$ cat config.mk
export PLATFORM = sky130hd
export DESIGN_NAME = dss_phase_seq
export DESIGN_NICKNAME = d
export VERILOG_FILES = /design/src/rtl/dss_pkg.sv /design/src/rtl/dss_tick_gen.sv /design/src/rtl/dss_cmp_sync.sv /design/src/rtl/dss_phase_seq.sv
export SDC_FILE = /design/constraint.sdc
export NUM_CORES = 1
export LEC_CHECK = 0
export BUFFER_PORTS_ARGS = -buffer_cell sky130_fd_sc_hd__buf_2
export CORE_MARGIN = 2
export CORE_UTILIZATION = 55
export CTS_CLUSTER_DIAMETER = 120
export CTS_CLUSTER_SIZE = 28
export DETAILED_ROUTE_END_ITERATION = 7
export PLACE_DENSITY = 0.73
export SYNTH_ARGS = -nofsm -noshare
export SYNTH_HDL_FRONTEND = slang
export SYNTH_SLANG_ARGS = --single-unit
export TNS_END_PERCENT = 50
$ cat constraint.sdc
create_clock -name clk -period 6.6 [get_ports clk]
set_input_delay 1.32 -clock clk [delete_from_list [all_inputs] [get_ports clk]]
set_output_delay 1.32 -clock clk [all_outputs]
set_load 0.01 [all_outputs]
$ cat src/rtl/dss_pkg.sv
// Shared types of the dual-slope phase sequencer.
// Assumes: the phase encoding is decoded directly by the external converter.
package dss_pkg;
    typedef enum logic [1:0] {
        PH_IZ    = 2'b00,
        PH_AZ    = 2'b01,
        PH_INT   = 2'b10,
        PH_DEINT = 2'b11
    } phase_t;
endpackage

$ cat src/rtl/dss_tick_gen.sv
// Tick generator: one-clock enable pulse every DIV clocks.
// Assumes: DIV >= 2; the counter runs freely from reset.
module dss_tick_gen #(
    parameter int DIV = 4
) (
    input  logic clk,
    input  logic rst_n,
    output logic tick_o
);
    localparam int CW = (DIV > 1) ? $clog2(DIV) : 1;
    localparam logic [CW-1:0] LAST = CW'(DIV - 1);

    logic [CW-1:0] div_cnt;

    // Wrap the divider count at DIV-1.
    always_ff @(posedge clk) begin
        if (!rst_n)                div_cnt <= '0;
        else if (div_cnt == LAST)  div_cnt <= '0;
        else                       div_cnt <= div_cnt + 1'b1;
    end

    assign tick_o = (div_cnt == LAST);
endmodule

$ cat src/rtl/dss_cmp_sync.sv
// Comparator front end: multi-flop synchronizer plus a tick-sampled
// history bit for falling-edge detection at tick rate.
// Assumes: STAGES >= 2; edges are only meaningful when tick_i is high.
module dss_cmp_sync #(
    parameter int STAGES = 2
) (
    input  logic clk,
    input  logic rst_n,
    input  logic tick_i,
    input  logic cmp_i,
    output logic level_o,
    output logic fall_o
);
    logic [STAGES-1:0] sync_sr;
    logic              last_tick_lvl;

    // Shift the raw comparator through the synchronizer chain.
    always_ff @(posedge clk) begin
        if (!rst_n) sync_sr <= '0;
        else        sync_sr <= {sync_sr[STAGES-2:0], cmp_i};
    end

    assign level_o = sync_sr[STAGES-1];

    // Remember the synchronized level seen at the previous tick.
    always_ff @(posedge clk) begin
        if (!rst_n)      last_tick_lvl <= 1'b0;
        else if (tick_i) last_tick_lvl <= level_o;
    end

    assign fall_o = last_tick_lvl & ~level_o;
endmodule

$ cat src/rtl/dss_phase_seq.sv
// Dual-slope converter phase sequencer (top).
// Drives the four-phase cycle, times auto-zero/integrate from a preload,
// measures de-integrate in ticks and latches result, overrange, polarity.
// Assumes: conv_hold_i, load_n_i, preload_i synchronous to clk; cmp_i async.
module dss_phase_seq
    import dss_pkg::*;
#(
    parameter int CNT_W       = 16,
    parameter int LOW_W       = 8,
    parameter int DIV         = 4,
    parameter int SYNC_STAGES = 2
) (
    input  logic                     clk,
    input  logic                     rst_n,
    input  logic                     cmp_i,
    input  logic                     conv_hold_i,
    input  logic                     load_n_i,
    input  logic [CNT_W-LOW_W-1:0]   preload_i,
    output logic [1:0]               phase_o,
    output logic [CNT_W-1:0]         result_o,
    output logic                     ovr_o,
    output logic                     pol_o,
    output logic                     dv_n_o
);
    localparam int PRE_W = CNT_W - LOW_W;

    phase_t             phase;
    logic [CNT_W-1:0]   span_cnt;
    logic [CNT_W-1:0]   deint_cnt;
    logic [PRE_W-1:0]   pre_q;
    logic               armed;
    logic               load_q;
    logic               load_rise;
    logic               tick;
    logic               cmp_s;
    logic               cmp_fall;

    // Remaining-ticks value for a phase: preload inverted over an all-ones low part.
    function automatic logic [CNT_W-1:0] span_m1(input logic [PRE_W-1:0] b);
        return {~b, {LOW_W{1'b1}}};
    endfunction

    dss_tick_gen #(.DIV(DIV)) u_tick (
        .clk    (clk),
        .rst_n  (rst_n),
        .tick_o (tick)
    );

    dss_cmp_sync #(.STAGES(SYNC_STAGES)) u_cmp (
        .clk     (clk),
        .rst_n   (rst_n),
        .tick_i  (tick),
        .cmp_i   (cmp_i),
        .level_o (cmp_s),
        .fall_o  (cmp_fall)
    );

    assign load_rise = ~load_q & load_n_i;

    // Track the strobe and capture the preload on its rising edge.
    always_ff @(posedge clk) begin
        if (!rst_n) begin
            load_q <= 1'b1;
            pre_q  <= '1;
        end else begin
            load_q <= load_n_i;
            if (load_rise) pre_q <= preload_i;
        end
    end

    // Phase state machine, span timer and de-integrate measurement.
    always_ff @(posedge clk) begin
        if (!rst_n) begin
            phase     <= PH_IZ;
            span_cnt  <= '0;
            deint_cnt <= '0;
            result_o  <= '0;
            ovr_o     <= 1'b0;
            pol_o     <= 1'b0;
            armed     <= 1'b0;
        end else if (conv_hold_i || load_rise) begin
            phase    <= PH_AZ;
            span_cnt <= span_m1(load_rise ? preload_i : pre_q);
            armed    <= 1'b1;
        end else if (tick) begin
            case (phase)
                PH_AZ: begin
                    if (span_cnt == '0) begin
                        phase    <= PH_INT;
                        span_cnt <= span_m1(pre_q);
                    end else begin
                        span_cnt <= span_cnt - 1'b1;
                    end
                end
                PH_INT: begin
                    if (span_cnt == '0) begin
                        phase     <= PH_DEINT;
                        pol_o     <= cmp_s;
                        deint_cnt <= '0;
                    end else begin
                        span_cnt <= span_cnt - 1'b1;
                    end
                end
                PH_DEINT: begin
                    if (cmp_fall) begin
                        result_o <= deint_cnt;
                        ovr_o    <= 1'b0;
                        phase    <= PH_IZ;
                    end else if (deint_cnt == '1) begin
                        result_o <= '1;
                        ovr_o    <= 1'b1;
                        phase    <= PH_IZ;
                    end else begin
                        deint_cnt <= deint_cnt + 1'b1;
                    end
                end
                PH_IZ: begin
                    if (armed && cmp_s) begin
                        phase    <= PH_AZ;
                        span_cnt <= span_m1(pre_q);
                    end
                end
            endcase
        end
    end

    assign phase_o = phase;
    assign dv_n_o  = (phase != PH_AZ);
endmodule

==> results of run 1 <==
## sequential cells by signal, indices dropped and copies added (netlist names), 2 cells and up
signal	cells
pre_q	8
u_tick.div_cnt	2
u_cmp.sync_sr	2
span_cnt	16
deint_cnt	16
result_o	16
phase_o	2
## logic make-up after synthesis
family,Yosys count,synth area share (%)
multiplexers,12,3.424
AO/OA/AOI/OAI,106,23.54
adder cells (fa/ha/maj),8,2.824
XOR/XNOR,2,0.4943
flip-flops,67,37.84
AND/OR/NAND/NOR,164,26.86
buffers and inverters,38,5.012
## worst max-delay path, delay by kind of cell
kind / cells / cell delay [ns]
AO/OA/AOI/OAI: 3 / 0.86
AND/OR/NAND/NOR: 2 / 0.77
buffers and inverters: 2 / 0.30
## area by class of cell
cell class	count	area [µm²]	share of cell area [%]
sequential	67	1341	34.14
inverter	15	56.30	1.433
tap	77	96.34	2.452
timing repair buffer	34	172.7	4.395
multi-input combinational	292	2026	51.56
clock inverter	5	85.08	2.166
clock buffer	11	151.4	3.853
## per-stage QoR
step                      setup WS [ns]  hold slack [ns]  instances
final                             3.542           0.4371        501
after global routing              3.373           0.4504        501
after CTS                         3.582           0.4348        501
after detailed placement          3.211           0.4213        485
after global placement            3.272           0.4137        485
after floorplan                   3.886           0.4043        397
## per-layer routing
layer	part of all wire, %	vias up	wire length (µm)	global-route usage, %
li1	-	1575	-	-
met1	41	1539	3608	29.60
met2	49	132	4288	42.14
met3	6.1	30	533	5.801
met4	3.4	0	296	13.20
met5	0	-	0	0
## synthesized netlist by cell type (all sizes together), types with 9 or more instances
master  number
nor4         9
mux2i       11
o21ai       11
nand3       20
o31ai       13
inv         15
nand4       13
dfxtp       67
o311a       17
or4         15
a21oi       22
nor2        22
nand2b      19
clkbuf      15
nand2       31
## power breakdown
group	internal, mW	total (mW)	switching, mW	leakage [nW]
clock	0.234	0.402	0.167	0.116
combinational	0.0325	0.0843	0.0518	0.826
sequential	0.417	0.435	0.0181	0.547
total	0.684	0.921	0.237	1.49
## worst max path at each step
stage | slack (ns) | end | from | depth (start not counted)
after detailed placement | 3.21 | span_cnt[9] | load_n_i | 7
final | 3.54 | span_cnt[9] | load_n_i | 7
after global routing | 3.37 | span_cnt[9] | load_n_i | 7
after global placement | 3.27 | span_cnt[11] | load_n_i | 7
after floorplan | 3.89 | span_cnt[13] | load_n_i | 6
after CTS | 3.58 | span_cnt[9] | load_n_i | 7
==> out/results.tsv, run 1 <==
metric	value	unit
yosys_warnings	0	
ys_top_cells_by_area	dfxtp_1, o311a_1, nand2b_1	
fin_area	3929	µm²
place_area	3692	µm²
core-area	6277	µm²
dr.pass1.iters	4	
timing.critical_path.arrival	3.24	ns
ant_nets	0	
hpwl	5907	µm
cts.htree.levels	3	
critPathMaxStageDelay	0.65	ns
start_kind	primary input	
r2r-end	deint_cnt[15]	
finalSetupTns	0	ns
power	921.3	µW
synth-async-reset-ratio	0	%
cts_root_buffer	clkbuf_8	
avgSynthCellArea	8.929	µm²
dieArea	7103	µm²
numCtsBuffers	9	
gp_congestion	0.8619	
drt-vias-per-instance	6.539	
diodes	0	
required	6.79	ns
cts_hold_buffers	0	
clkTransAtPathRegs	0.07	ns
clock_path_buffers	2	
max-cap-violations	0	
fin_crit_sh	46.33	%
relSlewSlack	28.47	%
drc	0	
min_period	3.058	ns
grt_setup_unrepaired	false	
cts_tree	done	
worstHoldPathCells	1	
worst_pin_slew	1.067	ns
wl	8727	µm
post_cts_resized	0	
powerDensity	234.5	nW/µm²
area_growth	10.84	%
yosysTopAreaCell	dfxtp_1	
grt_pass1_wl	14280	µm
slowest_stage	nor2_1	
status	complete, no violations	
top_level_ports	34	
path_class	in2reg	
avgRoutedWirePerCell	17.42	µm
synth.top_cell.area_share	37.84	%
hp-class	reg2reg	
leakagePower	1.488	nW
finish.net_count	440	
grt_max_degree	48	
vias	3276	
synthesis.area	3545	µm²
hold_viol_final	0	
ys_seq_elements	67	
overflow	0	
reg2reg_from	phase_o[0]	
start_util	56.47	%
reg2regPathDepth	7	
post_cts_buffers	0	
port_buffers	33	
synth-seq-area-share	37.84	%
irDropWorstVdd	0.1789	mV
syn-instance-count	397	
ff2ff_setup_slack	3.74	ns
end_kind	flop	
track_usage	25.02	%
numClockSinks	67	
layout.cells.most_common	dfxtp_1	
synth-edff-count	0	
fillers	571	
final_cell_mix	dfxtp_1, buf_2, nand2_1, nor2_1, a21oi_1	
clk-insertion-delay-late	0.36	ns
die_w	84.28	µm
synth_nets	418	
rows	29	
fmax	327.0	MHz
crit_fanout	13	
cp_cell_sequence	buf_2 > nor2b_1 > buf_4 > nor2_1 > o21ai_1 > o221ai_1 > a31oi_1	
drv_slew	0	
synth_ff_type	dfxtp_1	
worst_hold_path.endpoint	u_tick.div_cnt[0]	
grt_antenna_before_repair	0	
ys_types	60	
finClkSkew	0.005918	ns
fin_util	62.59	%
layout-drive-gt1-share	13.92	%
grt_pass1_vias	2993	
setup_viol	0	
drt-initial-drc-count	165	
min_from	u_tick.div_cnt[0]	
die_h	84.28	µm
Note: power is estimated with default switching activity, not from simulation.
==> run 2: changes to the inputs <==
CORE_UTILIZATION = 53   (was 55)
clock period = 2.5 ns   (was 6.6 ns; I/O delays follow)
==> out/results.tsv, run 2 (synthesis gave the netlist of run 1 again) <==
metric	value	unit	change
leakagePower	1.546	nW	+3.9%
cts_hold_buffers	0		unchanged
seq_area	1341	µm²	unchanged
startpoint	phase_o[0]		
reg2reg_from	phase_o[0]		
drv_slew	0		unchanged
place_inst	501		+3.3%
post_cts_buffers	0		unchanged
timing.critical_path.arrival	2.58	ns	-0.66 ns
fin_area	4014	µm²	+2.2%
final_cell_mix	dfxtp_1, buf_2, nand2_1, nor2_1, a21oi_1		
required	2.76	ns	-4.03 ns
finClkSkew	0.007487	ns	+0.001569 ns
setup_viol	0		unchanged
port_buffers	33		unchanged
min_period	2.319	ns	
status	complete, no violations		
area_growth	13.24	%	
crit_end	span_cnt[13]		
powerDensity	574.7	nW/µm²	+150%
cts_tree	done		
drt-vias-per-instance	6.315		-3.4%
avgRoutedWirePerCell	17.00	µm	-2.4%
reg2regPathDepth	7		unchanged
layout.cells.most_common	dfxtp_1		
post_cts_resized	0		unchanged
finish.net_count	456		+3.6%
critPathMaxStageDelay	0.63	ns	-0.02 ns
gp_congestion	0.9236		+7.2%
place_area	3812	µm²	+3.3%
hold_viol_final	0		unchanged
cts_root_buffer	clkbuf_8		
die_w	85.78	µm	+1.8%
diodes	0		unchanged
max-cap-violations	0		unchanged
multi_input_area	2028	µm²	+0.12%
finalSetupTns	0	ns	unchanged
power	2.307	mW	+150%
relSlewSlack	46.06	%	+18 points
cts.htree.levels	3		unchanged
vias	3265		-0.34%
core-area	6422	µm²	+2.3%
path_class	reg2reg		
r2r-end	span_cnt[13]		
start_kind	flop		
fin_crit_sh	92.75	%	
ff2ff_setup_slack	0.18	ns	-3.56 ns
drt-initial-drc-count	166		+0.61%
drc	0		unchanged
numCtsBuffers	9		unchanged
reg.largest.list	deint_cnt x16, result_o x16, span_cnt x16		
wl	8790	µm	+0.72%
clock_path_buffers	2		unchanged
clkTransAtPathRegs	0.08	ns	about the same
cp_cell_sequence	inv_1 > ha_1 > nand3b_1 > and2_1 > o21ai_1 > o21ai_0 > a211oi_1		
slowest_stage	o21ai_1		
fillers	562		-1.6%
dr.pass1.iters	7		+3
grt_pass1_wl	14450	µm	+1.2%
overflow	0		unchanged
layout-drive-gt1-share	17.27	%	+3.4 points
rows	29		unchanged
fmax	431.3	MHz	
clk-insertion-delay-late	0.35	ns	about the same
track_usage	24.65	%	-0.37 points
final_cell_count_no_fill	517		+3.2%
start_util	55.19	%	-1.3 points
crit_fanout	9		-4
die_h	85.78	µm	+1.8%
ant_nets	0		unchanged
end_kind	flop		
top_level_ports	34		unchanged
grt_max_degree	47		-2.1%
hp-class	in2reg		
hpwl	6073	µm	+2.8%
grt_setup_unrepaired	false		
grt_pass1_vias	2976		-0.57%
worst_pin_slew	0.8038	ns	-0.2628 ns
numClockSinks	67		unchanged
grt_antenna_before_repair	0		unchanged
irDropWorstVdd	0.4524	mV	+150%
dieArea	7358	µm²	+3.6%
==> run 2: cell count changes in the layout (fill, tap and decap cells not counted), sizes merged <==
cell      delta
buf         +16
bufinv       -1
clkbuf       -2
clkinv       -1
clkinvlp     +2
inv          +2
==> run 2: layer usage <==
metal,global-route usage (%),part of all wire [%],vias up
li1,-,-,1605
met1,31.93,45,1568
met2,40.13,49,81
met3,6.160,4.3,11
met4,8.514,1.7,0
met5,0,0,-
==> run 2: final cells by class <==
| class | count | share of cell area (%) |
|---|---|---|
| multi-input cells | 292 | 50.53 |
| clock inverters | 7 | 1.870 |
| well taps | 77 | 2.400 |
| clock buffers | 9 | 3.086 |
| inverters | 15 | 1.403 |
| repair buffers | 50 | 7.294 |
| flip-flops and latches | 67 | 33.42 |
==> run 2: worst max-delay path: cells and delay by family, from the launching register on <==
kind / cells / cell delay (ns)
compound gates: 3 / 1.10
simple gates: 2 / 0.34
flops: 1 / 0.39
fa+ha+maj: 1 / 0.31
buf+inv: 1 / 0.10
==> run 2: worst min-delay path by stage <==
stage / from / end / slack [ns] / cells after the start
detailed placement: u_tick.div_cnt[0] / u_tick.div_cnt[0] / 0.43 / 1
floorplan: u_tick.div_cnt[0] / u_tick.div_cnt[0] / 0.40 / 1
CTS: cmp_i / u_cmp.sync_sr[0] / 0.35 / 2
finish: cmp_i / u_cmp.sync_sr[0] / 0.35 / 2
global route: cmp_i / u_cmp.sync_sr[0] / 0.35 / 2
global placement: u_tick.div_cnt[0] / u_tick.div_cnt[0] / 0.41 / 1
==> run 2: where the power goes <==
| part | switching (mW) | internal (mW) |
|---|---|---|
| clock | 0.455 | 0.465 |
| combinational | 0.136 | 0.101 |
| sequential | 0.0480 | 1.10 |
==> run 2: metrics by stage <==
stage | setup slack [ns] | utilization (%) | hold slack (ns)
2_1_floorplan | 0.1794 | - | 0.4043
3_3_place_gp | 0.2542 | 59.36 | 0.4141
3_5_place_dp | 0.1195 | 59.36 | 0.4262
4_1_cts | 0.1200 | 62.46 | 0.3461
5_1_grt | 0.02340 | 62.50 | 0.3457
6_report | 0.1813 | 62.50 | 0.3549
==> run 3: changes to the inputs <==
CORE_UTILIZATION = 55   (was 53)
CTS_BUF_LIST = sky130_fd_sc_hd__clkbuf_8   (was unset)
PLACE_DENSITY = 0.76   (was 0.73)
==> out/results.tsv, run 3 (synthesis gave the netlist of run 1 again) <==
metric	value	unit	change
end_kind	flop		
ant_nets	0		unchanged
crit_end	deint_cnt[12]		
path_class	reg2reg		
cp_num_buf_inv	1		unchanged
wl	8687	µm	-1.2%
finish.net_count	457		+0.22%
core-area	6277	µm²	-2.3%
crit_fanout	27		+18
die_w	84.28	µm	-1.7%
post_cts_buffers	0		unchanged
status	complete, no violations		
top_layer	met4		
hold_viol_final	0		unchanged
finClkSkew	0.007127	ns	-0.0003603 ns
clock_path_buffers	2		unchanged
die_h	84.28	µm	-1.7%
cts_root_buffer	clkbuf_8		
hp-class	in2reg		
reg.largest.list	deint_cnt x16, result_o x16, span_cnt x16		
track_usage	25.80	%	+1.2 points
crit_family	simple AND/OR/NAND/NOR gates		
leakagePower	1.584	nW	+2.5%
drt-met1-wl	3794	µm	-5.1%
grt_antenna_before_repair	0		unchanged
required	2.78	ns	+0.02 ns
power	2.513	mW	+8.9%
dr.pass1.iters	5		-2
setup_slack	0.1874	ns	+0.006050 ns
setup_viol	0		unchanged
layout.cells.most_common	dfxtp_1		
final_cell_mix	dfxtp_1, buf_2, nand2_1, nor2_1, a21oi_1		
numClockSinks	67		unchanged
worst_pin_slew	0.6201	ns	-0.1837 ns
pre_cts_slack	0.1757	ns	+0.05614 ns
grt_setup_unrepaired	false		
drt-initial-drc-count	193		+16%
diodes	0		unchanged
timing.critical_path.arrival	2.59	ns	about the same
avgRoutedWirePerCell	16.77	µm	-1.4%
area_growth	14.97	%	
grt_max_degree	47		unchanged
reg2regPathDepth	7		unchanged
drt-vias-per-instance	6.386		+1.1%
cts_tree	done		
start_util	56.47	%	+1.3 points
fin_crit_sh	92.50	%	-0.24 points
critPathMaxStageDelay	0.52	ns	-0.11 ns
grt_pass1_vias	3162		+6.3%
vias	3308		+1.3%
powerDensity	616.6	nW/µm²	+7.3%
finalSetupTns	0	ns	unchanged
numCtsBuffers	9		unchanged
clkTransAtPathRegs	0.08	ns	about the same
max-cap-violations	0		unchanged
cp_cell_sequence	inv_1 > ha_1 > nor4b_1 > and4_4 > o21ai_4 > or4_1 > a21oi_1		
min_from	load_n_i		
start_kind	flop		
gp_congestion	0.9466		+2.5%
hpwl	6001	µm	-1.2%
hold-worst-slack	0.3488	ns	-0.006023 ns
slowest_stage	or4_1		
crit_cells	7		unchanged
drc	0		unchanged
ff2ff_setup_slack	0.19	ns	about the same
clk-insertion-delay-late	0.36	ns	about the same
rows	29		unchanged
min_period	2.313	ns	-0.006050 ns
overflow	0		unchanged
top_level_ports	34		unchanged
port_buffers	33		unchanged
cts_hold_buffers	0		unchanged
cts.htree.levels	3		unchanged
startpoint	phase_o[0]		
relSlewSlack	58.50	%	+12 points
irDropWorstVdd	0.3926	mV	-13%
r2r-end	deint_cnt[12]		
layout-drive-gt1-share	17.69	%	+0.41 points
reg2reg_from	phase_o[0]		
grt_pass1_wl	14900	µm	+3.2%
route.met3.wl	406	µm	+8.3%
fmax	432.4	MHz	+0.26%
dieArea	7103	µm²	-3.5%
post_cts_resized	0		unchanged
drv_slew	0		unchanged
wl_met2	4301	µm	+0.77%
## run 3: cell count changes in the layout (fill, tap and decap cells not counted), sizes merged
cell      previous run  this run
clkinvlp             3         0
inv                 17        16
clkinv               1         3
bufinv               1         3
buf                 50        51
## run 3: final cells by class
cell class	instances	area, µm²
clock buffer	9	123.9
clock inverter	7	125.1
fill	553	2202
inverter	15	56.30
multi-input combinational	292	2032
sequential	67	1341
tap	77	96.34
timing repair buffer	51	300.3
## run 3: worst min path at each step
stage,to,slack [ns],depth (start not counted)
6_report,load_q,0.35,2
5_1_grt,load_q,0.35,2
4_1_cts,load_q,0.35,2
3_5_place_dp,u_tick.div_cnt[0],0.42,1
3_3_place_gp,u_tick.div_cnt[0],0.41,1
2_1_floorplan,u_tick.div_cnt[0],0.40,1
## run 3: worst register-to-register path: cells and delay by family (launching register included)
kind,cells,cell delay (ns)
AND/OR/NAND/NOR,3,1.24
adder cells (fa/ha/maj),1,0.19
flip-flops,1,0.34
AO/OA/AOI/OAI,2,0.36
buffers and inverters,1,0.11
## run 3: where the power goes
part           switching [mW]  internal [mW]  leakage, nW
Sequential             0.0472           1.10        0.547
Combinational           0.135          0.102        0.914
Clock                   0.456          0.671        0.124
## run 3: metal layers
| layer | GRT usage (%) | vias up |
|---|---|---|
| met1 | 31.57 | 1586 |
| li1 | - | 1615 |
| met4 | 10.41 | 0 |
| met3 | 5.703 | 15 |
| met5 | 0 | - |
| met2 | 44.01 | 92 |
## run 3: stage by stage
step                utilization, %  instances  area, µm²
global route                 64.92        518       4075
floorplan                        -        397       3545
CTS                          64.82        518       4069
detailed placement           60.85        502       3820
finish                       64.92        518       4075
global placement             60.85        502       3820
